### src/rtl/tt_match_pkg.sv
package tt_match_pkg;
  localparam int unsigned TTM_ENTRIES = 8;
  localparam int unsigned TTM_TAG_W   = 6;
  localparam int unsigned TTM_DATA_W  = 16;
  localparam int unsigned TTM_OP_W    = 4;
endpackage

### src/rtl/tt_lowest_pick.sv
module tt_lowest_pick #(
  parameter int unsigned N = 8
) (
  input  logic [N-1:0] req,
  output logic [N-1:0] grant,
  output logic         any
);
  logic [N:0] seen;
  assign seen[0] = 1'b0;
  for (genvar i = 0; i < N; i++) begin : g_chain
    assign grant[i]  = req[i] & ~seen[i];
    assign seen[i+1] = seen[i] | req[i];
  end
  assign any = seen[N];
endmodule

### src/rtl/tt_entry.sv
module tt_entry #(
  parameter int unsigned TAG_W  = 6,
  parameter int unsigned DATA_W = 16,
  parameter int unsigned OP_W   = 4
) (
  input  logic              clk,
  input  logic              rst_n,
  input  logic              load_en,
  input  logic [OP_W-1:0]   ld_op,
  input  logic [TAG_W-1:0]  ld_dest,
  input  logic [TAG_W-1:0]  ld_tag_a,
  input  logic [TAG_W-1:0]  ld_tag_b,
  input  logic              tok_fire,
  input  logic [TAG_W-1:0]  tok_tag,
  input  logic [DATA_W-1:0] tok_data,
  input  logic              release_en,
  output logic              busy,
  output logic              fire_ok,
  output logic [OP_W-1:0]   op,
  output logic [TAG_W-1:0]  dest,
  output logic [DATA_W-1:0] val_a,
  output logic [DATA_W-1:0] val_b
);
  logic              busy_q, busy_d;
  logic              has_a_q, has_a_d, has_b_q, has_b_d;
  logic [OP_W-1:0]   op_q;
  logic [TAG_W-1:0]  dest_q, want_a_q, want_b_q;
  logic [DATA_W-1:0] va_q, vb_q;
  logic              cap_a, cap_b;

  always_comb begin
    if (load_en) begin
      cap_a = tok_fire && (tok_tag == ld_tag_a);
      cap_b = tok_fire && (tok_tag == ld_tag_b);
    end else begin
      cap_a = tok_fire && busy_q && !has_a_q && (tok_tag == want_a_q);
      cap_b = tok_fire && busy_q && !has_b_q && (tok_tag == want_b_q);
    end
    if (release_en) begin
      busy_d  = 1'b0;
      has_a_d = 1'b0;
      has_b_d = 1'b0;
    end else if (load_en) begin
      busy_d  = 1'b1;
      has_a_d = cap_a;
      has_b_d = cap_b;
    end else begin
      busy_d  = busy_q;
      has_a_d = has_a_q | cap_a;
      has_b_d = has_b_q | cap_b;
    end
  end

  always_ff @(posedge clk or negedge rst_n) begin
    if (!rst_n) begin
      busy_q  <= 1'b0;
      has_a_q <= 1'b0;
      has_b_q <= 1'b0;
    end else begin
      busy_q  <= busy_d;
      has_a_q <= has_a_d;
      has_b_q <= has_b_d;
    end
  end

  always_ff @(posedge clk) begin
    if (load_en) begin
      op_q     <= ld_op;
      dest_q   <= ld_dest;
      want_a_q <= ld_tag_a;
      want_b_q <= ld_tag_b;
    end
    if (cap_a) va_q <= tok_data;
    if (cap_b) vb_q <= tok_data;
  end

  assign busy    = busy_q;
  assign fire_ok = busy_q & has_a_q & has_b_q;
  assign op      = op_q;
  assign dest    = dest_q;
  assign val_a   = va_q;
  assign val_b   = vb_q;
endmodule

### src/rtl/tt_match_store.sv
module tt_match_store
  import tt_match_pkg::*;
#(
  parameter int unsigned ENTRIES = TTM_ENTRIES,
  parameter int unsigned TAG_W   = TTM_TAG_W,
  parameter int unsigned DATA_W  = TTM_DATA_W,
  parameter int unsigned OP_W    = TTM_OP_W
) (
  input  logic              clk,
  input  logic              rst_n,
  input  logic              ins_valid,
  output logic              ins_ready,
  input  logic [OP_W-1:0]   ins_op,
  input  logic [TAG_W-1:0]  ins_dest,
  input  logic [TAG_W-1:0]  ins_tag_a,
  input  logic [TAG_W-1:0]  ins_tag_b,
  input  logic              tok_valid,
  output logic              tok_ready,
  input  logic [TAG_W-1:0]  tok_tag,
  input  logic [DATA_W-1:0] tok_data,
  output logic              pkt_valid,
  input  logic              pkt_ready,
  output logic [OP_W-1:0]   pkt_op,
  output logic [TAG_W-1:0]  pkt_dest,
  output logic [DATA_W-1:0] pkt_a,
  output logic [DATA_W-1:0] pkt_b
);
  logic [ENTRIES-1:0] busy, fire_ok, free_sel, disp_sel, load_en, rel_en;
  logic               free_any, ins_fire, pkt_fire, tok_fire;
  logic [OP_W-1:0]    ent_op   [ENTRIES];
  logic [TAG_W-1:0]   ent_dest [ENTRIES];
  logic [DATA_W-1:0]  ent_a    [ENTRIES];
  logic [DATA_W-1:0]  ent_b    [ENTRIES];

  assign tok_ready = 1'b1;
  assign tok_fire  = tok_valid;

  tt_lowest_pick #(.N(ENTRIES)) u_free_pick (
    .req(~busy), .grant(free_sel), .any(free_any)
  );
  tt_lowest_pick #(.N(ENTRIES)) u_disp_pick (
    .req(fire_ok), .grant(disp_sel), .any(pkt_valid)
  );

  assign ins_ready = free_any;
  assign ins_fire  = ins_valid & free_any;
  assign pkt_fire  = pkt_valid & pkt_ready;
  assign load_en   = free_sel & {ENTRIES{ins_fire}};
  assign rel_en    = disp_sel & {ENTRIES{pkt_fire}};

  for (genvar i = 0; i < ENTRIES; i++) begin : g_ent
    tt_entry #(.TAG_W(TAG_W), .DATA_W(DATA_W), .OP_W(OP_W)) u_ent (
      .clk(clk), .rst_n(rst_n),
      .load_en(load_en[i]),
      .ld_op(ins_op), .ld_dest(ins_dest),
      .ld_tag_a(ins_tag_a), .ld_tag_b(ins_tag_b),
      .tok_fire(tok_fire), .tok_tag(tok_tag), .tok_data(tok_data),
      .release_en(rel_en[i]),
      .busy(busy[i]), .fire_ok(fire_ok[i]),
      .op(ent_op[i]), .dest(ent_dest[i]),
      .val_a(ent_a[i]), .val_b(ent_b[i])
    );
  end

  always_comb begin
    pkt_op   = '0;
    pkt_dest = '0;
    pkt_a    = '0;
    pkt_b    = '0;
    for (int i = 0; i < ENTRIES; i++) begin
      if (disp_sel[i]) begin
        pkt_op   = pkt_op   | ent_op[i];
        pkt_dest = pkt_dest | ent_dest[i];
        pkt_a    = pkt_a    | ent_a[i];
        pkt_b    = pkt_b    | ent_b[i];
      end
    end
  end
endmodule

### config.mk
export PLATFORM = sky130hd
export DESIGN_NAME = tt_match_store
export DESIGN_NICKNAME = d
export VERILOG_FILES = /design/src/rtl/tt_match_pkg.sv /design/src/rtl/tt_lowest_pick.sv /design/src/rtl/tt_entry.sv /design/src/rtl/tt_match_store.sv
export SDC_FILE = /design/constraint.sdc
export NUM_CORES = 1
export LEC_CHECK = 0
export ABC_AREA = 1
export BUFFER_PORTS_ARGS = -buffer_cell sky130_fd_sc_hd__buf_4
export CAP_MARGIN = 20
export CORE_UTILIZATION = 55
export CTS_BUF_LIST = sky130_fd_sc_hd__clkbuf_4
export DETAILED_ROUTE_END_ITERATION = 10
export HOLD_SLACK_MARGIN = 0.02
export PLACE_DENSITY = 0.79
export SKIP_CTS_REPAIR_TIMING = 1
export SLEW_MARGIN = 30
export SYNTH_ARGS = -nofsm -noshare
export SYNTH_HDL_FRONTEND = slang
export SYNTH_SLANG_ARGS = --single-unit
### constraint.sdc
create_clock -name clk -period 9.18 [get_ports clk]
set_input_delay 1.836 -clock clk [delete_from_list [all_inputs] [get_ports clk]]
set_output_delay 1.836 -clock clk [all_outputs]
set_load 0.01 [all_outputs]
-- After elaboration in Yosys (flattened, before gate mapping)
Cells that the tools add are included.
- register bits after elaboration: 456
- input port bits: 49
- output and inout port bits: 45
- mux-type cells: 96
- bitwise gates (word level): 107
- eq/ne operators: 18
- reduce and logical (&&, ||, !) cells: 66
- operator list (kind ; number):
    16-bit two-way mux ; 16
    16-bit OR ; 14
    6-bit == test ; 18
    1-bit two-way mux ; 64
    6-bit two-way mux ; 8
    1-bit logical AND ; 42
    6-bit OR ; 7
    1-bit bitwise AND ; 32
    4-bit two-way mux ; 8
    1-bit OR ; 30
    4-bit OR ; 7
    8-bit bitwise AND ; 2
    1-bit zero test ; 16
    2-bit nonzero test ; 8
    1-bit NOT ; 14
    8-bit NOT ; 1

-- Depth between registers and ports, before layout
- depth in word-level cells: 17
- mapped depth: 13
- gate-level depth less buffers: 11

-- Modules after synthesis
From an unflattened synthesis, not the netlist that was laid out.
- cells, all modules: 1956
- area, all modules: 20475.9 µm²
- modules (own cells, without submodules) (module ; cells each ; area an instance (µm²) ; times used):
    tt_entry ; 150 ; 2144.6 ; 8
    tt_match_store ; 714 ; 3094.2 ; 1
    tt_lowest_pick ; 21 ; 112.6 ; 2

-- Worst setup path before layout
Ideal clock, no wire load.
- kind: input to register
- start: in tok_tag[1]
- end: reg g_ent[0].u_ent.vb_q[0] (enable)
- slack: 4.963 ns
- required time: 8.769 ns
- stages: 7
- arrival: 3.806 ns
- path buffers: 2
- cell sequence: buf_2 -> inv_1 -> clkbuf_1 -> o21ai_0 -> nor2_1 -> nand2_1 -> o21ai_0
- longest elaborated chain between the ends: 3
- elaborated cells on any way between the ends: 5
- ends and longest elaborated chain (item ; line ; source):
    from (decl) ; tt_match_store.sv:19 ; input logic [TAG_W-1:0] tok_tag,
    6-bit == test (on tied branches) ; tt_entry.sv:37, tt_entry.sv:34 ;
    1-bit logical AND (on tied branches) ; tt_entry.sv:37, tt_entry.sv:34 ;
    1-bit two-way mux * ; tt_entry.sv:32 ; if (load_en) begin
    net g_ent[0].u_ent.cap_b ; tt_entry.sv:29 ; logic cap_a, cap_b;
    to (signal assigned) ; tt_entry.sv:74 ; if (cap_b) vb_q <= tok_data;
    to (decl) ; tt_entry.sv:28 ; logic [DATA_W-1:0] va_q, vb_q;
The timed path passes the listed nets; every way through them passes the cells marked *.
A chain may end at the register's enable or synchronous reset.

-- Worst setup path in the final report
- start: reg g_ent[0].u_ent.busy_q
- end: out pkt_b[13]
- longest elaborated chain between the ends: 17
- elaborated cells on any way between the ends: 37
- ends and longest elaborated chain (item ; line ; source):
    from (decl) ; tt_entry.sv:24 ; logic busy_q, busy_d;
    from (signal assigned) ; tt_entry.sv:60 ; busy_q <= busy_d;
    1-bit bitwise AND * (2 in series) ; tt_entry.sv:78 ; assign fire_ok = busy_q & has_a_q & has_b_q;
    16-bit two-way mux or 1-bit NOT (tied branches) ; tt_match_store.sv:71, tt_lowest_pick.sv:11 ;
    16-bit OR or 1-bit bitwise AND (tied branches) ; tt_match_store.sv:75, tt_lowest_pick.sv:11 ;
    16-bit two-way mux ; tt_match_store.sv:71 ; if (disp_sel[i]) begin
    16-bit OR ; tt_match_store.sv:75 ; pkt_b = pkt_b | ent_b[i];
    16-bit two-way mux ; tt_match_store.sv:71 ;
    16-bit OR ; tt_match_store.sv:75 ;
    16-bit two-way mux ; tt_match_store.sv:71 ;
    16-bit OR ; tt_match_store.sv:75 ;
    16-bit two-way mux ; tt_match_store.sv:71 ;
    16-bit OR ; tt_match_store.sv:75 ;
    16-bit two-way mux ; tt_match_store.sv:71 ;
    16-bit OR ; tt_match_store.sv:75 ;
    16-bit two-way mux ; tt_match_store.sv:71 ;
    16-bit OR ; tt_match_store.sv:75 ;
    16-bit two-way mux * ; tt_match_store.sv:71 ;
    to (decl) ; tt_match_store.sv:26 ; output logic [DATA_W-1:0] pkt_b
Mark *: on every way between the ends. The rest lies on a longest branch, timed or not.

==> reports/metrics.csv <==
metric,value,unit
status,completed,
worstReg2RegStart,g_ent[1].u_ent.busy$_DFFE_PN0P_,
via_count,13300,
finClkSkew,0.0568,ns
area_growth,13.7,%
synth-edff-count,432,
avgRoutedWirePerCell,20.3,um
gp_congestion,0.948,
yosys_most_used_dff,edfxtp_1,
synth_nets,1683,
yosysTopAreaCell,edfxtp_1,
slew_viol_final,0,
grt_pass1_vias,13000,
ant_nets,0,
antenna_found_initial,2,
power_density,267,mW/mm2
power,5.80,mW
ios,94,
netlist_area,0.0191,mm2
fin_area,0.0217,mm2
insertion_delay,0.78,ns
synth_cell_types,40,
start_util,0.564,
crit_start,g_ent[0].u_ent.busy$_DFFE_PN0P_,
min_from,g_ent[6].u_ent.has_b_q$_DFF_PN0_,
detail_route.wirelength,46.9,mm
dieWidth,188,um
cts_sinks,456,
post_synth_main_area_contributors,"edfxtp_1 68%, nand2_1 6.7%, nand3_1 5.4%, nor2_1 3.6%, dfrtp_1 3.1%",
crit_required,7.34,ns
critPathCaptureType,output port,
root_buffer,clkbuf_4,
syn_inst,1634,
dpl_worst_slack,4.22,ns
reg2reg_depth,9,
yosysSeqAreaShare,0.712,
clock.fmax,182,MHz
worst_pin_slew,0.956,ns
htree_levels,3,
drc,0,
cts.clk_slew.worst_paths,0.06,ns
nets,1833,
die_area,0.0354,mm2
hold_ws,0.567,ns
placed_area,0.0203,mm2
hpwl,28.5,mm
critPathLaunchType,flop,
rsz0062_at_grt,false,
stdcell_count,2313,
synth.top_cell.area_share,0.680,
vdd_drop_max,0.156,mV
tritoncts,built,
relSlewSlack,0.361,
clockBufferDepth,3,
tns,0,ns
critPathMaxFanout,46,
grt_pass1_wl,72.5,mm
leakage,8.50,nW
setup_viol,0,
critPathKind,flop to output port,
syn_avg_cell_area,11.7,um2
cts_buffers,108,
fin_util,0.642,
rrSetupSlack,6.00,ns
drt-vias-per-instance,5.74,
row_count,67,
worstPathArrival,3.66,ns
min_path_type,flop to flop,
grt-ovfl-total,0,
yosys_warnings,0,
dp_cells,2121,
grt_usage,0.271,
drive_above_1_share,0.172,
core_area,0.0338,mm2
firstDrtPassIters,6,
fin_crit_sh,0.599,
fin_ws,3.68,ns
holdPathStages,2,
die_y,188,um
drv_cap,0,
io_buffers,92,
drt_iter0_markers,1546,
grt_max_degree,47,
synthArstFlopShare,0.0526,
hold_viol,0,
ys_ff_latch,456,
period_needed,5.50,ns
-- logic make-up (layout without fill, tap and decap cells) --
logic type,after synthesis,in the layout,synth area share
and+or+nand+nor,841,841,0.196
DFF,456,456,0.712
buffers and inverters,193,422,0.0413
xor gates and xnor gates,61,61,0.0280
AOI/OAI and AO/OA,82,82,0.0226
other,1,3,0.000197
-- cells in the final DEF (no fill, tap or decap), types with 2 or more instances in the layout --
cell type  Yosys  layout
edfxtp_1     432     432
nand2_1      341     341
nand3_1      207     207
nor2_1       184     177
clkbuf_4       0     157
inv_1        116     115
buf_4          2     107
nand4_1       62      62
a21oi_1       56      49
xor2_1        37      37
clkinv_1       3      28
xnor2_1       24      24
dfrtp_1       24      24
o21ai_0       17      16
or2_2         13      13
nor3_1         9       9
nor2_2         4       8
a21oi_4        0       6
inv_2          3       5
nor2_4         2       5
nand3_2        4       3
nor4_1         3       3
nor3b_1        3       3
buf_16         0       3
diode_2        0       2
o211ai_1       2       2
nor3_4         1       2
o22ai_1        2       2
and3_1         2       2
nand3b_1       2       2
clkinv_4       0       2
clkinv_2       0       2
-- power breakdown --
group	switching [mW]	total [mW]	internal, mW
logic	1.04	1.56	0.523
registers	0.111	2.66	2.55
clock network	0.765	1.57	0.810
total	1.92	5.80	3.88
-- final timing paths --
check | to
worst max-delay path | pkt_b[13]
worst min-delay path | g_ent[6].u_ent.has_b_q$_DFF_PN0_
worst max register to register | g_ent[6].u_ent.val_b[6]$_DFFE_PP_
worst min register to register | g_ent[6].u_ent.has_b_q$_DFF_PN0_
max in group asynchronous | g_ent[0].u_ent.has_b_q$_DFF_PN0_
min in group asynchronous | g_ent[0].u_ent.has_a_q$_DFF_PN0_
-- cell type report --
cell class / instances / area (um2)
sequential: 456 / 13600
clock inverter: 32 / 163
fill: 2443 / 12100
tap: 448 / 561
inverter: 122 / 458
timing repair buffer: 111 / 906
antenna: 2 / 5.00
multi-input combinational: 985 / 4830
clock buffer: 157 / 1180
-- routing by layer --
metal / global-route usage / routed length, um / vias up
met5: 0 / 0 / -
met4: 0.130 / 1790 / 0
met3: 0.0559 / 4850 / 141
met2: 0.432 / 22100 / 772
met1: 0.358 / 18200 / 6321
li1: - / - / 6040
-- registers in the layout, summed over array words and instances (netlist names) --
name                  cells
g_ent.u_ent.val_a       128
g_ent.u_ent.val_b       128
g_ent.u_ent.dest         48
g_ent.u_ent.want_a_q     48
g_ent.u_ent.want_b_q     48
g_ent.u_ent.op           32
g_ent.u_ent.busy          8
g_ent.u_ent.has_a_q       8
g_ent.u_ent.has_b_q       8
-- synthesized netlist by cell type (3+ instances only) --
cell / n
nand2_1: 341
nor2_1: 184
inv_1: 116
xnor2_1: 24
nand3_2: 4
clkinv_1: 3
nor2_2: 4
or2_2: 13
xor2_1: 37
inv_2: 3
nand3_1: 207
nor3b_1: 3
nor4_1: 3
clkbuf_1: 23
o21ai_0: 17
buf_2: 44
dfrtp_1: 24
nor3_1: 9
edfxtp_1: 432
a21oi_1: 56
nand4_1: 62
-- critical path: stages, from the launching register on --
cell and delay (ns):
dfrtp_1 0.47, nand3_4 0.47, nand2_1 0.27, nor3_4 0.56, buf_4 0.52, nand2_1 0.12
nand3_1 0.18, nor2_1 0.07, nand3_1 0.09, buf_4 0.12
(Power assumes the default switching activity.)
